**src/rtl/epp_pkg.sv**
```systemverilog
package epp_pkg;

  typedef enum logic [1:0] {
    ST_IDLE = 2'd0,
    ST_WLOW = 2'd1,
    ST_STB  = 2'd2,
    ST_TERM = 2'd3
  } epp_state_e;

  localparam logic [2:0] OFF_SPP_DATA = 3'd0;
  localparam logic [2:0] OFF_STATUS   = 3'd1;
  localparam logic [2:0] OFF_EPP_ADDR = 3'd3;

  function automatic int unsigned wd_limit(input int unsigned clk_mhz, input int unsigned lim_us);
    return clk_mhz * lim_us;
  endfunction

  function automatic logic is_epp_port(input logic [2:0] off);
    return off >= OFF_EPP_ADDR;
  endfunction

  function automatic logic is_addr_port(input logic [2:0] off);
    return off == OFF_EPP_ADDR;
  endfunction

  function automatic logic [7:0] status_byte(input logic tmo);
    return {7'd0, tmo};
  endfunction

endpackage

```
**src/rtl/epp_watchdog.sv**
```systemverilog
module epp_watchdog #(
  parameter int unsigned LIMIT = 2000
) (
  input  logic clk,
  input  logic rst_n,
  input  logic run,
  input  logic done,
  output logic expire
);
  localparam int unsigned CW = $clog2(LIMIT + 1);

  logic [CW-1:0] cnt;

  assign expire = run && !done && (cnt == CW'(LIMIT - 1));

  always_ff @(posedge clk or negedge rst_n) begin
    if (!rst_n)              cnt <= '0;
    else if (!run || expire) cnt <= '0;
    else                     cnt <= cnt + 1'b1;
  end

  a_r7_count_in_window: assert property (@(posedge clk) disable iff (!rst_n)
    run |-> (cnt < CW'(LIMIT)));

endmodule

```
**src/rtl/epp_handshake_fsm.sv**
```systemverilog
module epp_handshake_fsm
  import epp_pkg::*;
(
  input  logic       clk,
  input  logic       rst_n,
  input  logic       go_write,
  input  logic       go_read,
  input  logic       go_addr,
  input  logic       wait_n,
  input  logic       expire,
  output epp_state_e state,
  output logic       cyc_write,
  output logic       cyc_addr,
  output logic       run,
  output logic       ev_done
);

  assign run     = (state == ST_WLOW) || (state == ST_STB);
  assign ev_done = (state == ST_STB) && wait_n;

  always_ff @(posedge clk or negedge rst_n) begin
    if (!rst_n) begin
      state     <= ST_IDLE;
      cyc_write <= 1'b0;
      cyc_addr  <= 1'b0;
    end else begin
      unique case (state)
        ST_IDLE: begin
          if (go_write) begin
            cyc_write <= 1'b1;
            cyc_addr  <= go_addr;
            state     <= wait_n ? ST_WLOW : ST_STB;
          end else if (go_read) begin
            cyc_write <= 1'b0;
            cyc_addr  <= go_addr;
            state     <= ST_STB;
          end
        end
        ST_WLOW: begin
          if (expire)       state <= ST_IDLE;
          else if (!wait_n) state <= ST_STB;
        end
        ST_STB: begin
          if (ev_done)     state <= ST_TERM;
          else if (expire) state <= ST_IDLE;
        end
        default: state <= ST_IDLE;
      endcase
    end
  end

  a_r4_term_follows_done: assert property (@(posedge clk) disable iff (!rst_n)
    ev_done |=> (state == ST_TERM));

  a_r3_wait_low_before_strobe: assert property (@(posedge clk) disable iff (!rst_n)
    ((state == ST_WLOW) && wait_n && !expire) |=> (state == ST_WLOW));

endmodule

```
**src/rtl/epp_bus_drive.sv**
```systemverilog
module epp_bus_drive #(
  parameter int unsigned DW = 8
) (
  input  logic          busy,
  input  logic          drive_phase,
  input  logic          rev_dir,
  input  logic          stb_force,
  input  logic [DW-1:0] cyc_byte,
  input  logic [DW-1:0] spp_byte,
  output logic [DW-1:0] bus_out,
  output logic          bus_oe,
  output logic          write_n
);
  always_comb begin
    if (busy) begin
      bus_out = cyc_byte;
      bus_oe  = stb_force || drive_phase;
      write_n = !(stb_force || drive_phase);
    end else begin
      bus_out = spp_byte;
      bus_oe  = !rev_dir;
      write_n = 1'b1;
    end
  end
endmodule

```
**src/rtl/epp_host_regs.sv**
```systemverilog
module epp_host_regs
  import epp_pkg::*;
#(
  parameter int unsigned DW = 8
) (
  input  logic          clk,
  input  logic          rst_n,
  input  logic          wr_acc,
  input  logic          rd_acc,
  input  logic          epp_go,
  input  logic [2:0]    addr,
  input  logic [DW-1:0] wdata,
  input  logic [DW-1:0] bus_in,
  input  logic          capture,
  input  logic          set_tmo,
  output logic [DW-1:0] rdata,
  output logic [DW-1:0] spp_byte,
  output logic [DW-1:0] cyc_byte,
  output logic          tmo
);
  logic clr_tmo;
  assign clr_tmo = wr_acc && (addr == OFF_STATUS) && wdata[0];

  always_ff @(posedge clk or negedge rst_n) begin
    if (!rst_n) begin
      rdata    <= '0;
      spp_byte <= '0;
      cyc_byte <= '0;
      tmo      <= 1'b0;
    end else begin
      if (set_tmo)      tmo <= 1'b1;
      else if (clr_tmo) tmo <= 1'b0;
      if (epp_go) cyc_byte <= wdata;
      if (wr_acc && !epp_go && (addr == OFF_SPP_DATA)) spp_byte <= wdata;
      if (capture)
        rdata <= bus_in;
      else if (rd_acc && !epp_go && (addr == OFF_SPP_DATA))
        rdata <= bus_in;
      else if (rd_acc && !epp_go && (addr == OFF_STATUS))
        rdata <= DW'(status_byte(tmo));
    end
  end

  a_r9_flag_sticky: assert property (@(posedge clk) disable iff (!rst_n)
    (tmo && !clr_tmo) |=> tmo);

endmodule

```
**src/rtl/epp_cycle_ctrl.sv**
```systemverilog
module epp_cycle_ctrl
  import epp_pkg::*;
#(
  parameter int unsigned CLK_MHZ    = 200,
  parameter int unsigned TIMEOUT_US = 10,
  parameter int unsigned DW         = 8
) (
  input  logic          clk,
  input  logic          rst_n,
  input  logic          epp_mode,
  input  logic          ctl_rev_dir,
  input  logic          ctl_stb_force,
  input  logic          host_rd,
  input  logic          host_wr,
  input  logic [2:0]    host_addr,
  input  logic [DW-1:0] host_wdata,
  output logic [DW-1:0] host_rdata,
  output logic          host_ready,
  input  logic [DW-1:0] pbus_in,
  output logic [DW-1:0] pbus_out,
  output logic          pbus_oe,
  output logic          per_write_n,
  output logic          per_dstb_n,
  output logic          per_astb_n,
  input  logic          per_wait_n,
  output logic          epp_timeout
);
  localparam int unsigned WD_LIMIT = wd_limit(CLK_MHZ, TIMEOUT_US);

  epp_state_e state;
  logic cyc_write, cyc_addr, run, ev_done, ev_expire;
  logic idle, wr_acc, rd_acc, epp_go, go_write, go_read, busy, drive_phase, capture;
  logic [DW-1:0] spp_byte, cyc_byte;

  assign idle     = (state == ST_IDLE);
  assign wr_acc   = idle && host_wr;
  assign rd_acc   = idle && host_rd && !host_wr;
  assign epp_go   = (wr_acc || rd_acc) && epp_mode && is_epp_port(host_addr);
  assign go_write = epp_go && wr_acc && !ctl_rev_dir;
  assign go_read  = epp_go && !go_write;
  assign busy     = !idle;
  assign drive_phase = cyc_write && ((state == ST_STB) || (state == ST_TERM));
  assign capture  = ev_done && !cyc_write;

  assign host_ready = idle;
  assign per_dstb_n = !((state == ST_STB) && !cyc_addr);
  assign per_astb_n = !((state == ST_STB) && cyc_addr);

  epp_handshake_fsm u_fsm (
    .clk(clk), .rst_n(rst_n),
    .go_write(go_write), .go_read(go_read), .go_addr(is_addr_port(host_addr)),
    .wait_n(per_wait_n), .expire(ev_expire),
    .state(state), .cyc_write(cyc_write), .cyc_addr(cyc_addr),
    .run(run), .ev_done(ev_done)
  );

  epp_watchdog #(.LIMIT(WD_LIMIT)) u_wd (
    .clk(clk), .rst_n(rst_n), .run(run), .done(ev_done), .expire(ev_expire)
  );

  epp_host_regs #(.DW(DW)) u_regs (
    .clk(clk), .rst_n(rst_n), .wr_acc(wr_acc), .rd_acc(rd_acc), .epp_go(epp_go),
    .addr(host_addr), .wdata(host_wdata), .bus_in(pbus_in),
    .capture(capture), .set_tmo(ev_expire),
    .rdata(host_rdata), .spp_byte(spp_byte), .cyc_byte(cyc_byte), .tmo(epp_timeout)
  );

  epp_bus_drive #(.DW(DW)) u_bus (
    .busy(busy), .drive_phase(drive_phase), .rev_dir(ctl_rev_dir), .stb_force(ctl_stb_force),
    .cyc_byte(cyc_byte), .spp_byte(spp_byte),
    .bus_out(pbus_out), .bus_oe(pbus_oe), .write_n(per_write_n)
  );

  a_r3_one_strobe: assert property (@(posedge clk) disable iff (!rst_n)
    !(!per_dstb_n && !per_astb_n));

  a_r2_strobe_stalls_host: assert property (@(posedge clk) disable iff (!rst_n)
    (!per_dstb_n || !per_astb_n) |-> !host_ready);

  a_r7_abort_frees: assert property (@(posedge clk) disable iff (!rst_n)
    $rose(epp_timeout) |-> (host_ready && per_dstb_n && per_astb_n));

  a_r8_done_keeps_flag: assert property (@(posedge clk) disable iff (!rst_n)
    ev_done |=> $stable(epp_timeout));

  a_r11_force_write: assert property (@(posedge clk) disable iff (!rst_n)
    (!host_ready && ctl_stb_force) |-> (pbus_oe && !per_write_n));

  a_r6_read_releases_bus: assert property (@(posedge clk) disable iff (!rst_n)
    ((!per_dstb_n || !per_astb_n) && per_write_n) |-> !pbus_oe);

endmodule

```
**config.mk**
```make
export PLATFORM = sky130hd
export DESIGN_NAME = epp_cycle_ctrl
export DESIGN_NICKNAME = d
export VERILOG_FILES = /design/src/rtl/epp_pkg.sv /design/src/rtl/epp_watchdog.sv /design/src/rtl/epp_handshake_fsm.sv /design/src/rtl/epp_bus_drive.sv /design/src/rtl/epp_host_regs.sv /design/src/rtl/epp_cycle_ctrl.sv
export SDC_FILE = /design/constraint.sdc
export NUM_CORES = 1
export LEC_CHECK = 0
export ABC_AREA = 1
export BUFFER_PORTS_ARGS = -buffer_cell sky130_fd_sc_hd__buf_2
export CAP_MARGIN = 20
export CORE_MARGIN = 2
export CORE_UTILIZATION = 54
export DETAILED_ROUTE_END_ITERATION = 16
export PLACE_DENSITY = 0.85
export SYNTH_ARGS = -nofsm -noshare
export SYNTH_HDL_FRONTEND = slang
export SYNTH_HIERARCHICAL = 1
export SYNTH_SLANG_ARGS = --single-unit
export TNS_END_PERCENT = 50
```
**constraint.sdc**
```tcl
create_clock -name clk -period 2.8 [get_ports clk]
set_clock_uncertainty 0.1 [all_clocks]
set_input_delay 0.56 -clock clk [delete_from_list [all_inputs] [get_ports clk]]
set_output_delay 0.56 -clock clk [all_outputs]
set_load 0.1 [all_outputs]
```
==> reports/results.ini, run 1 <==
[placed_design]
gp_congestion = 0.8070
hpwl_um = 3404
port_buffers = 48

[route]
drt_iter0_drc = 86
wl_per_cell_um = 12.15
ant_nets = 0
drt_wl_total_um = 4519
viasPerCell = 5.040
routed-via-count = 1875
drc = 0
drt-pass1-iter-count = 4

[yosys]
syn-num-nets = 303
synth_area_um2 = 2227
avgSynthCellArea_um2 = 8.249
synth.top_cell.area_share_pct = 44.94
synth-edff-count = 0
async_flop_share_pct = 100.0
yosysUniqueCellTypes = 31
syn_inst = 270
ys_seq_elements = 40
ys.flop_type = dfrtp_1
yosysWarnings = 6
ys_seq_area_share_pct = 44.94
synth_area_leader_cell = dfrtp_1
synthTopCellsByCount = nand2_1, dfrtp_1, inv_1
ys_top_cells_by_area = dfrtp_1, nand2_1, inv_1, nand3_1, o21ai_2
synthMostInstantiatedCell = nand2_1

[worst_setup_path]
worstPathArrival_ns = 1.97
cp_max_fo = 11
r2r_start = u_fsm/state[0]$_DFFE_PN0P_
r2r_cells = 11
end_kind = output port
worstPathRequired_ns = 2.14
path_class = reg2out
cp-startpoint = u_fsm/state[1]$_DFFE_PN0P_
endpoint = pbus_oe
r2r_end = u_fsm/state[1]$_DFFE_PN0P_
r2r_slack_ns = 0.55
start_kind = flip-flop

[sta]
finalHoldViolCount = 0
setup_viol = 0
rsz0062_at_grt = no
fmax_mhz = 380.3
holdWs_ns = 0.2788
tightest_slew_ns = 0.8793
fin_setup_tns_ns = 0
max_slew_margin_pct = 41.38
period_needed_ns = 2.629
finalMaxSlewViolations = 0
fin_crit_sh_pct = 93.90

[cts]
cts_made_buffers = 5
h-tree-depth = 2
cts_tree = done
clk_pin_slew_ns = 0.07
cts.sinks = 40
cts_hold_buf = 0
cts_resized = 0
clk_path_buf_depth = 2
root_buffer = clkbuf_8
cts_setup_buffers = 0
clkLatencyLatePin_ns = 0.29

[layout]
fin_nets = 355
n_antenna_cell = 0
area_growth_pct = 16.52
drive_gt1_share_pct = 28.57

[floorplanning]
die_w_um = 68.22
io-pin-count = 49
rows = 23
die_area_um2 = 4654
core_um2 = 3971
start_util_pct = 56.08
die_h_um = 68.22

[global_routing]
grt_max_degree = 41
overflow = 0
grt_pass1_vias = 1719
grt_pass1_wl_um = 7286
antenna_found_initial = 0
grt_usage_pct = 21.27

[hold_path]
hold_class = in2async

[status]
status = finished clean

[run]
drv_cap = 0

## stage by stage
stage | instance area [um^2] | instances | setup WS [ns] | util (%)
5_1_grt | 2595 | 372 | 0.04384 | 65.34
2_1_floorplan | 2242 | 270 | 0.07133 | -
3_3_place_gp | 2517 | 365 | 0.5170 | 63.39
3_5_place_dp | 2517 | 365 | 0.4728 | 63.39
6_report | 2595 | 372 | 0.1707 | 65.34
4_1_cts | 2595 | 372 | 0.1552 | 65.34
## cell type report
class,instances,area (um^2)
clock buffer,6,72.57
clock inverter,1,5.005
fill,367,1376
inverter,33,126.4
multi-input combinational,194,1087
sequential,40,1001
tap,50,62.56
timing repair buffer,48,240.2
## worst min path at each step
stage                                         from                              to  slack, ns  cells past startpoint
floorplan                                    rst_n      u_fsm/cyc_addr$_DFFE_PN0P_       0.16                      0
global placement    u_regs/spp_byte[1]$_DFFE_PN0P_  u_regs/spp_byte[1]$_DFFE_PN0P_       0.37                      2
detailed placement  u_regs/spp_byte[2]$_DFFE_PN0P_  u_regs/spp_byte[2]$_DFFE_PN0P_       0.37                      2
CTS                                          rst_n  u_regs/spp_byte[5]$_DFFE_PN0P_       0.30                      1
global route                                 rst_n  u_regs/spp_byte[5]$_DFFE_PN0P_       0.34                      1
finish                                       rst_n  u_regs/spp_byte[5]$_DFFE_PN0P_       0.28                      1
## worst max-delay path, cell delays in order (launching register included)
cell	delay, ns
dfrtp_1	0.50
nor2_4	0.16
inv_1	0.21
or2_1	0.32
nand2_4	0.07
buf_2	0.41
## layout by cell type (no fill, tap or decap), drive strengths merged
| cell type | Yosys | final |
|---|---|---|
| nand2 | 96 | 96 |
| ha | 6 | 6 |
| or2 | 1 | 1 |
| o21ai | 21 | 21 |
| a21oi | 3 | 3 |
| clkbuf | 0 | 6 |
| dfrtp | 40 | 40 |
| nor3b | 1 | 1 |
| nor2 | 28 | 28 |
| clkinv | 0 | 1 |
| xor2 | 3 | 3 |
| a21o | 1 | 1 |
| nand3b | 1 | 1 |
| nand4 | 4 | 4 |
| nand3 | 23 | 23 |
| xnor2 | 3 | 3 |
| o21bai | 1 | 1 |
| inv | 33 | 33 |
| buf | 3 | 48 |
| nor3 | 1 | 1 |
| and2 | 1 | 1 |
## sequential cells by signal (all words and copies together) (netlist names)
register and flops:
u_wd/cnt 11, u_fsm/cyc_addr 1, u_fsm/state 2, u_regs/tmo 1
u_regs/spp_byte 8, u_regs/cyc_byte 8, u_regs/rdata 8, u_fsm/cyc_write 1
## cells by family after synthesis
kind of cell / synth area share (%)
AOI/OAI and AO/OA: 8.090
buffers and inverters: 6.910
adders and majority gates: 3.371
xor gates and xnor gates: 2.360
DFF: 44.94
and+or+nand+nor: 34.33
## layer usage
metal	wire length, um	share of wire [%]	track usage, %	vias up
li1	-	-	-	950
met1	1989	44	25.43	871
met2	2261	50	36.65	50
met3	237	5.2	6.579	4
met4	29	0.64	6.500	0
met5	0	0	0	-
Power of run 1 is not shown: default switching activity piles up to over one toggle a cycle in this logic, so the estimate is an artifact.
==> inputs of run 2 (changes only) <==
RECOVER_POWER = 50   (was not set)
==> reports/results.ini, run 2 (same netlist as run 1, synthesis figures left out) <==
[floorplanning]
io-pin-count = 49  ; unchanged
die_area_um2 = 4654  ; unchanged
start_util_pct = 56.08  ; unchanged
die_h_um = 68.22  ; unchanged
rows = 23  ; unchanged
core_um2 = 3971  ; unchanged
die_w_um = 68.22  ; unchanged

[cts]
root_buffer = clkbuf_8
cts_hold_buf = 0  ; unchanged
cts_setup_buffers = 0  ; unchanged
cts_tree = done
clkLatencyLatePin_ns = 0.29  ; about the same
cts_made_buffers = 5  ; unchanged
clk_path_buf_depth = 2  ; unchanged
h-tree-depth = 2  ; unchanged
cts_resized = 0  ; unchanged
clk_pin_slew_ns = 0.07  ; about the same
cts.sinks = 40  ; unchanged

[run]
drv_cap = 1  ; +1

[sta]
setup_viol = 0  ; unchanged
tightest_slew_ns = 2.087  ; +1.208 ns
fmax_mhz = 380.4  ; about the same
fin_setup_tns_ns = 0  ; unchanged
fin_crit_sh_pct = 93.88  ; about the same
period_needed_ns = 2.629  ; -0.0006890 ns
max_slew_margin_pct = -39.12  ; -81 points
rsz0062_at_grt = no
finalMaxSlewViolations = 41  ; +41
finalHoldViolCount = 0  ; unchanged

[worst_setup_path]
path_cells = nor2_4 -> inv_1 -> or2_1 -> nand2_4 -> buf_2
path_class = reg2out
start_kind = flip-flop
r2r_slack_ns = 0.55  ; about the same
end_kind = output port
crit_slowest_cell = dfrtp_1
worstPathRequired_ns = 2.14  ; about the same
cp_max_fo = 11  ; unchanged
r2r_start = u_fsm/state[0]$_DFFE_PN0P_
r2r_cells = 11  ; unchanged
slowest_delay_ns = 0.50  ; about the same
worstPathArrival_ns = 1.97  ; about the same
r2r_end = u_fsm/state[1]$_DFFE_PN0P_

[placed_design]
gp_congestion = 0.8070  ; unchanged
hpwl_um = 3404  ; unchanged
port_buffers = 48  ; unchanged
numPlacedInstances = 365  ; unchanged

[status]
status = finished with violations
violations = max-capacitance violations, max-slew violations

[hold_path]
hold_class = in2reg
worstHoldStart = pbus_in[2]
hold_end = u_regs/rdata[2]$_DFFE_PN0P_
hold_path_depth = 3

[layout]
fillCellCount = 367  ; unchanged
fin_nets = 355  ; unchanged
instances_no_fill = 372  ; unchanged
largest_reg_flops = 11  ; unchanged
mostFrequentLayoutCells = nand2_1, buf_2, dfrtp_1, inv_1, nor2_1
drive_gt1_share_pct = 27.33  ; -1.2 points
regArea_um2 = 1001  ; unchanged
n_antenna_cell = 0  ; unchanged
largest_register = u_wd/cnt
area_growth_pct = 16.35
mostFrequentLayoutCell = nand2_1
multi_input_area_um2 = 1087  ; unchanged

[global_routing]
overflow = 0  ; unchanged
grt_max_degree = 41  ; unchanged
grt_usage_pct = 21.27  ; unchanged
antenna_found_initial = 0  ; unchanged
grt_pass1_vias = 1719  ; unchanged
grt_pass1_wl_um = 7286  ; unchanged

[route]
drt-pass1-iter-count = 4  ; unchanged
drt_wl_total_um = 4512  ; -0.15%
drt_iter0_drc = 74  ; -14%
ant_nets = 0  ; unchanged
wl_per_cell_um = 12.13  ; -0.15%
viasPerCell = 5.032  ; -0.16%
drc = 0  ; unchanged
routed-via-count = 1872  ; -0.16%

[run 2: changes by cell type in the layout (fill, tap and decap cells not counted), sizes merged]
cell,before,now
buf,48,45
clkbuf,6,9
[run 2: layout make-up]
type,instances,area share (%)
Clock buffer,6,2.801
Clock inverter,1,0.1931
Inverter,33,4.877
Multi-Input combinational cell,194,41.96
Sequential cell,40,38.63
Tap cell,50,2.414
Timing Repair Buffer,48,9.126
[run 2: per-layer routing]
layer / vias up / GRT usage, % / share of wire [%]
met3: 4 / 6.579 / 5.3
met1: 876 / 25.43 / 44
met4: 0 / 6.500 / 0.64
met5: - / 0 / 0
li1: 948 / - / -
met2: 44 / 36.65 / 50
[run 2: critical path, delay by kind of cell, from the launching register on]
family / cells / cell delay (ns)
buffers and inverters: 2 / 0.62
DFF: 1 / 0.50
and+or+nand+nor: 3 / 0.55
[run 2: through the flow]
| step | setup WS, ns | hold slack [ns] | area (um^2) | utilization (%) |
|---|---|---|---|---|
| 3_5_place_dp | 0.4728 | 0.3743 | 2517 | 63.39 |
| 2_1_floorplan | 0.07133 | 0.1644 | 2242 | - |
| 6_report | 0.1714 | 0.3708 | 2591 | 65.25 |
| 5_1_grt | 0.04384 | 0.3662 | 2591 | 65.25 |
| 4_1_cts | 0.1552 | 0.3010 | 2595 | 65.34 |
| 3_3_place_gp | 0.5170 | 0.3652 | 2517 | 63.39 |
[run 2: how the worst max path moves through the flow]
stage                               startpoint          end  slack [ns]  depth (start not counted)
detailed placement  u_fsm/state[1]$_DFFE_PN0P_      pbus_oe        0.47                          5
finish              u_fsm/state[1]$_DFFE_PN0P_      pbus_oe        0.17                          5
CTS                 u_fsm/state[1]$_DFFE_PN0P_      pbus_oe        0.16                          5
global placement    u_fsm/state[1]$_DFFE_PN0P_      pbus_oe        0.52                          5
floorplan           u_fsm/state[1]$_DFFE_PN0P_  pbus_out[5]        0.07                          6
global route        u_fsm/state[1]$_DFFE_PN0P_      pbus_oe        0.04                          5
Power of run 2 is left out for the same reason.
==> inputs of run 3 (changes only) <==
CORE_MARGIN = not set   (was 2)
REMOVE_ABC_BUFFERS = 1   (was not set)
==> reports/results.ini, run 3 (same netlist as run 1, synthesis figures left out) <==
[layout]
n_antenna_cell = 0  ; unchanged
drive_gt1_share_pct = 27.33  ; unchanged
largest_reg_flops = 11  ; unchanged
mostFrequentLayoutCell = nand2_1
area_growth_pct = 17.81
mostFrequentLayoutCells = nand2_1, buf_2, dfrtp_1, inv_1, nor2_1
fin_nets = 355  ; unchanged
largest_register = u_wd/cnt
fin_util_pct = 69.07  ; +3.8 points

[worst_setup_path]
cp-startpoint = u_fsm/state[1]$_DFFE_PN0P_
start_kind = flip-flop
path_buf_inv = 2  ; unchanged
crit_slowest_cell = dfrtp_1
end_kind = output port
slowest_delay_ns = 0.49  ; about the same
cp_max_fo = 11  ; unchanged
worstPathRequired_ns = 2.14  ; about the same
r2r_start = u_fsm/state[1]$_DFFE_PN0P_
worstPathArrival_ns = 1.91  ; -0.06 ns
cp_top_family = buffers and inverters
path_class = reg2out
path_cells = nor2_4 -> inv_1 -> or2_1 -> nand2_1 -> buf_2

[sta]
post-route-worst-setup-slack_ns = 0.2251  ; +0.05371 ns
tightest_slew_ns = 2.061  ; -0.02626 ns
setup_viol = 0  ; unchanged
rsz0062_at_grt = no
finalMaxSlewViolations = 41  ; unchanged
fin_setup_tns_ns = 0  ; unchanged
period_needed_ns = 2.575  ; -0.05371 ns
finalHoldViolCount = 0  ; unchanged
max_slew_margin_pct = -37.37  ; +1.8 points
fin_crit_sh_pct = 91.96  ; -1.9 points
fmax_mhz = 388.4  ; +2.1%
holdWs_ns = 0.3659  ; -0.004825 ns

[global_routing]
antenna_found_initial = 0  ; unchanged
overflow = 0  ; unchanged
grt_max_degree = 41  ; unchanged
grt_pass1_wl_um = 7245  ; -0.56%
grt_pass1_vias = 1712  ; -0.41%
grt_usage_pct = 22.05  ; +0.77 points

[floorplanning]
rows = 22  ; -4.3%
die_area_um2 = 4385  ; -5.8%
start_util_pct = 58.63  ; +2.5 points
core_um2 = 3799  ; -4.3%
io-pin-count = 49  ; unchanged
die_w_um = 66.22  ; -2.9%
die_h_um = 66.22  ; -2.9%

[run]
drv_cap = 1  ; unchanged

[cts]
cts_made_buffers = 5  ; unchanged
cts.sinks = 40  ; unchanged
cts_resized = 0  ; unchanged
clk_pin_slew_ns = 0.08  ; about the same
cts_hold_buf = 0  ; unchanged
clk_path_buf_depth = 2  ; unchanged
cts_setup_buffers = 0  ; unchanged
h-tree-depth = 2  ; unchanged
root_buffer = clkbuf_8
clkLatencyLatePin_ns = 0.29  ; about the same
cts_tree = done

[placed_design]
dpl_worst_slack_ns = 0.5206  ; +0.04785 ns
hpwl_um = 3317  ; -2.6%
gp_congestion = 0.8056  ; -0.17%
port_buffers = 48  ; unchanged

[route]
wl_per_cell_um = 11.97  ; -1.3%
drt_iter0_drc = 154  ; +110%
drt-pass1-iter-count = 4  ; unchanged
routed-via-count = 1879  ; +0.37%
drt_wl_total_um = 4430  ; -1.8%
ant_nets = 0  ; unchanged
drc = 0  ; unchanged
viasPerCell = 5.078  ; +0.92%

[status]
violations = max-capacitance violations, max-slew violations
status = finished with violations

[hold_path]
worstHoldStart = pbus_in[5]
hold_class = in2reg

[run 3: changes by cell type in the layout (fill, tap and decap cells not counted), sizes merged]
cell / previous run / this run
clkinv: 1 / 0
buf: 45 / 46
bufinv: 0 / 2
clkbuf: 9 / 7
[run 3: final timing paths]
path / depth (start not counted) / slack (ns) / end
worst min register to register: 1 / 0.38 / u_wd/cnt[0]$_DFF_PN0_
worst max-delay path: 5 / 0.23 / pbus_oe
worst min-delay path: 3 / 0.37 / u_regs/rdata[5]$_DFFE_PN0P_
min in group asynchronous: 1 / 0.75 / u_regs/spp_byte[3]$_DFFE_PN0P_
worst max register to register: 11 / 0.56 / u_regs/rdata[1]$_DFFE_PN0P_
max in group asynchronous: 1 / 0.66 / u_wd/cnt[4]$_DFF_PN0_
[run 3: final cells by class]
| cell class | count | area (um^2) |
|---|---|---|
| clock buffers | 5 | 68.82 |
| clock inverters | 2 | 60.06 |
| flip-flops and latches | 40 | 1001 |
| well taps | 48 | 60.06 |
| fillers | 317 | 1175 |
| multi-input cells | 194 | 1070 |
| inverters | 33 | 126.4 |
| repair buffers | 48 | 237.7 |
[run 3: worst reg2reg max path: cells and delay by family (launching register included)]
family | cells | cell delay, ns
flops | 1 | 0.53
buf+inv | 3 | 0.57
simple gates | 8 | 0.94
[run 3: per-stage QoR]
step                      cell area, um^2  instances
after global placement               2500        363
after floorplan                      2200        267
after detailed placement             2500        363
after global routing                 2624        370
final                                2624        370
after CTS                            2629        370
[run 3: per-layer routing]
metal  vias up  share of wire [%]  GRT usage (%)
li1        952                  -              -
met1       885                 42          25.52
met2        42                 53          40.43
met3         0                5.1          4.483
met4         0                  0          6.649
met5         -                  0              0
Power of run 3 is left out for the same reason.
